## config.mk

```make
export PLATFORM = sky130hd
export DESIGN_NAME = rst_hub
export DESIGN_NICKNAME = d
export VERILOG_FILES = /design/src/rtl/rst_hub.sv
export SDC_FILE = /design/constraint.sdc
export NUM_CORES = 1
export LEC_CHECK = 0
export BUFFER_PORTS_ARGS = -buffer_cell sky130_fd_sc_hd__buf_2
export CORE_ASPECT_RATIO = 1.4
export CORE_UTILIZATION = 50
export CTS_CLUSTER_DIAMETER = 150
export DETAILED_ROUTE_END_ITERATION = 12
export PLACE_DENSITY = 0.71
export SLEW_MARGIN = 0
export SYNTH_ARGS = -nofsm -noshare
export SYNTH_HDL_FRONTEND = slang
export SYNTH_SLANG_ARGS = --single-unit
```

## constraint.sdc

```tcl
create_clock -name clk -period 1.7 [get_ports clk]
set_input_delay 0.085 -clock clk [delete_from_list [all_inputs] [get_ports clk]]
set_output_delay 0.085 -clock clk [all_outputs]
set_load 0.01 [all_outputs]
```

## src/rtl/rst_hub.sv

```systemverilog
module rst_hub #(
  parameter int NDOM = 4,
  parameter int HOLD = 16
) (
  input  logic            clk,
  input  logic            ext_rst_n,
  input  logic            wdog_expire,
  input  logic            wr_en,
  input  logic            wr_addr,
  input  logic [3:0]      wr_data,
  input  logic [NDOM-1:0] dom_pwr_on,
  input  logic [NDOM-1:0] dom_retain,
  input  logic            sleep_exit,
  output logic            sys_rst_n,
  output logic [NDOM-1:0] dom_rst_n,
  output logic [3:0]      rst_cause
);
  localparam int CW = $clog2(HOLD + 1);
  localparam logic [CW-1:0] HLD = CW'(HOLD);

  logic [1:0]      pin_sync;
  logic            sw_req;
  logic [CW-1:0]   sys_cnt;
  logic            sys_q;
  logic [NDOM-1:0] pwr_d;
  logic [NDOM-1:0] dom_q;

  wire hw_cause  = ~pin_sync[1];
  wire sys_cause = hw_cause | wdog_expire | sw_req;
  wire sw_wr     = wr_en & ~wr_addr & wr_data[0];
  wire clr_wr    = wr_en & wr_addr;
  wire [NDOM-1:0] wake = dom_pwr_on & ~pwr_d & (~dom_retain | {NDOM{sleep_exit}});

  always_ff @(posedge clk or negedge ext_rst_n) begin
    if (!ext_rst_n) begin
      pin_sync  <= 2'b00;
      sw_req    <= 1'b0;
      sys_cnt   <= HLD;
      sys_q     <= 1'b0;
      rst_cause <= 4'b0001;
    end else begin
      pin_sync <= {pin_sync[0], 1'b1};
      sw_req   <= sw_wr;
      sys_q    <= ~sys_cause & (sys_cnt == '0);
      if (sys_cause)           sys_cnt <= HLD;
      else if (sys_cnt != '0)  sys_cnt <= sys_cnt - CW'(1);
      if (hw_cause)            rst_cause <= 4'b0001;
      else if (wdog_expire)    rst_cause <= 4'b0010;
      else if (sw_req)         rst_cause <= 4'b0100;
      else if (|wake)          rst_cause <= 4'b1000;
      else if (clr_wr)         rst_cause <= rst_cause & ~wr_data;
    end
  end

  always_ff @(posedge clk) pwr_d <= dom_pwr_on;

  for (genvar d = 0; d < NDOM; d++) begin : g_dom
    logic [CW-1:0] cnt;
    always_ff @(posedge clk or negedge ext_rst_n) begin
      if (!ext_rst_n) begin
        cnt      <= HLD;
        dom_q[d] <= 1'b0;
      end else begin
        dom_q[d] <= ~wake[d] & (cnt == '0);
        if (wake[d])          cnt <= HLD;
        else if (cnt != '0)   cnt <= cnt - CW'(1);
      end
    end
  end

  assign sys_rst_n = sys_q;
  assign dom_rst_n = dom_q & {NDOM{sys_q}};
endmodule

```

Word level (Yosys, flattened, before mapping)
Cells that the tools add are included.
{"block": "op_classes", "n_mux": 15, "bitwise": 25, "reduce_logical": 16, "eq_ne": 1, "n_addsub": 5}
{"cell": "2-to-1 mux 5 bit", "count": 10}
{"cell": "logical NOT 5 bit", "count": 5}
{"cell": "nonzero test 5 bit", "count": 5}
{"cell": "subtractor 5 x 1 -> 5 bit (second input constant)", "count": 5}
{"cell": "2-to-1 mux 4 bit", "count": 5}
{"cell": "AND 4 bit", "count": 4}
{"cell": "inverter 4 bit", "count": 3}
{"cell": "nonzero test 2 bit", "count": 5}
{"cell": "AND 1 bit", "count": 8}
{"cell": "inverter 1 bit", "count": 7}
{"cell": "!= test 5 x 2 -> 1 bit (second input constant)", "count": 1}
{"cell": "bitwise OR 4 bit", "count": 1}
{"cell": "OR reduction 4 bit", "count": 1}
{"cell": "bitwise OR 1 bit", "count": 2}
{"block": "totals", "wordCells": 76, "out_inout_bits": 9, "in_bits": 18, "regBits": 41}

Logic depth before layout (Yosys ltp)
{"block": "logic_depth", "ltp_word": 8, "depth_mapped": 7, "depth_no_buf": 6}

Least setup slack after synthesis
Ideal clock, no wire load.
{"block": "synth_timing", "path_kind": "register -> register", "start": "reg g_dom[1].cnt[0]", "end": "reg g_dom[1].cnt[2]", "synth_period_minus_slack_ps": 1553, "path_buffers": 1, "slack_ps": 147, "arrival_ps": 1416, "stages_incl_launch_ff": 8, "setup_time_ps": 137, "required_time_ps": 1563, "cell_sequence": "dfrtp_1 -> inv_1 -> ha_1 -> or4b_1 -> buf_2 -> nand2_1 -> mux2_2 -> nor2_1"}
{"block": "synth_via", "elab_chain_cells": 3, "word_cells_on_any_way": 5, "cone_classes": "1 x add/sub; 2 x mux; 2 x reduce/logical"}
{"item": "from (decl)", "line": "58", "rtl": "logic [CW-1:0] cnt;"}
{"item": "from (signal assigned)", "line": "66", "rtl": "else if (cnt != '0) cnt <= cnt - CW'(1);"}
{"item": "subtractor 5 x 1 -> 5 bit", "line": "66"}
{"item": "2-to-1 mux 5 bit", "line": "66"}
{"item": "2-to-1 mux 5 bit", "line": "65", "rtl": "if (wake[d]) cnt <= HLD;"}
Parallel ways exist; a longest one is shown, timed or not. The select of a mux whose other input is x is not followed.
A chain may end at the register's enable or synchronous reset.

Worst setup path after layout
{"block": "layout_timing", "start": "reg sys_cnt[0]", "end": "reg sys_cnt[3]"}
{"block": "layout_via", "elab_chain_cells": 3, "word_cells_on_any_way": 5, "cone_classes": "1 x add/sub; 2 x mux; 2 x reduce/logical"}
{"item": "from (decl)", "line": "23", "rtl": "logic [CW-1:0] sys_cnt;"}
{"item": "from (signal assigned)", "line": "46", "rtl": "else if (sys_cnt != '0) sys_cnt <= sys_cnt - CW'(1);"}
{"item": "subtractor 5 x 1 -> 5 bit", "line": "46"}
{"item": "2-to-1 mux 5 bit", "line": "46"}
{"item": "2-to-1 mux 5 bit", "line": "45", "rtl": "if (sys_cause) sys_cnt <= HLD;"}
Parallel ways exist; a longest one is shown, timed or not. The select of a mux whose other input is x is not followed.

==> run_results.csv <==
group,metric,value,unit
outcome,status,"completed",
sta,fin_crit,1.62,ns
sta,tightest_slew,0.535,ns
drt,wirelength,3380,um
cells_and_area,multi_input_area,802,sq um
clock_tree,clk_pin_slew,0.07,ns
synth,syn_area,1840,sq um
power_and_ir_drop,ir_worst_vdd,0.848,mV
clock_tree,clk_latency,0.28,ns
critical_path,crit_path_end_kind,"flop",
global_routing,grt_pass1_wl,5750,um
sta,slew_headroom,0.642,
synth,synthCells,178,
synth,syn_nets,201,
clock_tree,clock-root-buffer,"clkbuf_8",
global_routing,grt_start_max_net_pins,25,
floorplanning,rows,25,
sta,grt_setup_unrepaired,"no",
global_routing,grt_usage,0.203,
synth,synth_edf_count,0,
critical_path,startpoint_type,"flop",
power_and_ir_drop,power.leakage,1.05,nW
global_routing,grt_pass1_vias,1392,
global_routing,antenna_found_initial,0,
drt,drt_iter0_markers,18,
critical_path,criticalPathCategory,"reg -> reg",
synth,yosysSeqAreaShare,0.552,
synth,synth_xor_area_frac,0.0143,
sta,finalCritPeriodShare,0.952,
synth,synth_simple_gate_area_frac,0.271,
drt,drtAntennaViolNets,0,
floorplanning,initial_core_util,0.534,
synth,synth_seq_cells,41,
drt,routed_via_density,5.43,
sta,setup_viol,0,
place,dp_worst_setup_slack,-0.0000431,ns
cells_and_area,seq_area,1010,sq um
sta,slew_viol_final,0,
place,port_buffers,26,
cells_and_area,drive_gt1_frac,0.265,
sta,setup_tns,0,ns
drt,drc,0,
synth,yosys.area.top_type_share,0.422,
place,routabilityCongestion,0.803,
floorplanning,fp.dieArea,3920,sq um
sta,fin_skew,0.00340,ns
synth,synthAdderAreaFrac,0.0341,
sta,fmax,618,MHz
sta,hold_viol,0,
drt,dr_total_vias,1407,
synth,yosysTopAreaCell,"dfrtp_1",
synth,avgSynthCellArea,10.3,sq um
synth,synth_commonest_cells,"nor2_1 (37), dfrtp_1 (31), nand2_1 (13)",
critical_path,cp.required,1.86,ns
clock_tree,ctsHtreeMaxLevel,2,
synth,ys_async_sr_fraction,0.902,
floorplanning,ioPinCount,27,
synth,synth_cell_type_count,35,
cells_and_area,diodes,0,
synth,muxShareOfSynthArea,0.0286,
global_routing,overflow,0,
clock_tree,cts_tree,"built",
synth,synth_warnings,0,
drt,first_pass_iters,4,
sta,layout_setup_ws,0.0817,ns
synth,synth_top_family_by_area,"simple AND/OR/NAND/NOR gates",
power_and_ir_drop,p_per_area,1430,nW/um^2
hold_path,hp-class,"in -> reg",
synth,ys.flop_type,"dfrtp_1",
clock_tree,cts_buffers,5,
cells_and_area,n_fill_cell,298,
clock_tree,clockBufferDepth,2,
synth,synthTopCellsByArea,"dfrtp_1 (42%), dfstp_2 (8.6%), nor2_1 (7.6%), dfxtp_1 (4.4%), ha_1 (3.4%)",
drt,routedWlPerCell,13.1,um
critical_path,worstPathMaxFanout,6,
clock_tree,clock-sinks,41,
cells_and_area,fin_nets,241,
synth,synth-compound-area-share,0.0722,
sta,whs,0.0207,ns
floorplanning,die_w,53.2,um
floorplanning,die_h,73.7,um
critical_path,cp.arrival,1.78,ns
floorplanning,core_area,3440,sq um
cells_and_area,area_growth,19.4,%
run,cap_violations,0,
synth,synth.most_common_cell,"nor2_1",
place,dp_hpwl,2530,um
cell type report:
cell class                 instances  area share
inverter                          10      0.0171
timing repair buffer              35      0.0958
sequential                        41       0.462
multi-input combinational        125       0.366
tap                               40      0.0228
clock buffer                       8      0.0365
flip-flops by register name, indices dropped and copies added (netlist names):
signal     flops
g_dom.cnt     20
sys_cnt        5
dom_q          4
pwr_d          4
rst_cause      4
pin_sync       2
sw_req         1
sys_rst_n      1
critical path, cell delays in order (launching register included):
cell	delay [ns]
dfrtp_1	0.40
inv_1	0.06
ha_1	0.20
or4b_4	0.54
nand2_2	0.09
xor2_1	0.15
nor2_1	0.06
routing by layer:
| metal | GRT usage | routed length (um) | vias up |
|---|---|---|---|
| li1 | - | - | 682 |
| met1 | 0.224 | 1420 | 682 |
| met2 | 0.361 | 1810 | 38 |
| met3 | 0.0435 | 120 | 5 |
| met4 | 0.0877 | 36 | 0 |
| met5 | 0 | 0 | - |
power breakdown:
part	switching (mW)	internal (mW)
registers	0.253	1.29
clock network	0.290	0.291
logic	0.498	0.510
total	1.04	2.09
metrics by stage:
| step | cells | power, mW | util | cell area [sq um] |
|---|---|---|---|---|
| after floorplan | 178 | 2.25 | - | 1840 |
| after global placement | 246 | 2.42 | 0.592 | 2040 |
| after detailed placement | 246 | 2.52 | 0.592 | 2040 |
| after CTS | 259 | 3.13 | 0.631 | 2170 |
| after global routing | 259 | 3.38 | 0.637 | 2190 |
| final | 259 | 3.14 | 0.637 | 2190 |
timing repair:
item / in CTS / in global routing
gates resized for setup: 1 / 4
endpoints found under the hold margin: 23 / 0
setup buffers: 0 / 0
endpoints found under the setup margin: 2 / 9
hold buffers: 5 / 0
worst paths after layout:
path	endpoint	depth (start not counted)	slack [ns]	startpoint
max in group asynchronous	g_dom[3].cnt[4]	3	0.80	ext_rst_n
max	sys_cnt[3]	6	0.08	sys_cnt[0]
min	sw_req	2	0.02	wr_addr
min in group asynchronous	rst_cause[1]	2	0.31	ext_rst_n
max reg2reg	sys_cnt[3]	6	0.08	sys_cnt[0]
min reg2reg	pin_sync[1]	0	0.35	pin_sync[0]
logic make-up (layout without fill, tap and decap cells):
group / Yosys count / in the layout
flip-flops: 41 / 41
multiplexers: 5 / 5
other: 1 / 1
AND/OR/NAND/NOR: 92 / 92
adder cells (fa/ha/maj): 5 / 5
buffers and inverters: 12 / 53
AO/OA/AOI/OAI: 19 / 19
XOR/XNOR: 3 / 3
placed cells by master, fill, tap and decap left out, drive strengths merged, types with 3 or more instances in the layout:
cell and count:
or3 3, dfstp 6, nor2 37, nand3b 3, a21oi 5, inv 10, a21o 5, clkbuf 8
o21ai 3, dfrtp 31, nor3b 4, buf 30, dfxtp 4, nor2b 4, and2 4, a211oi 5
ha 5, mux2i 3, dlygate4sd3 5, nor4b 3, nand3 6, nand2 14, nor3 7
No activity file was read; power rests on OpenSTA's default activity.
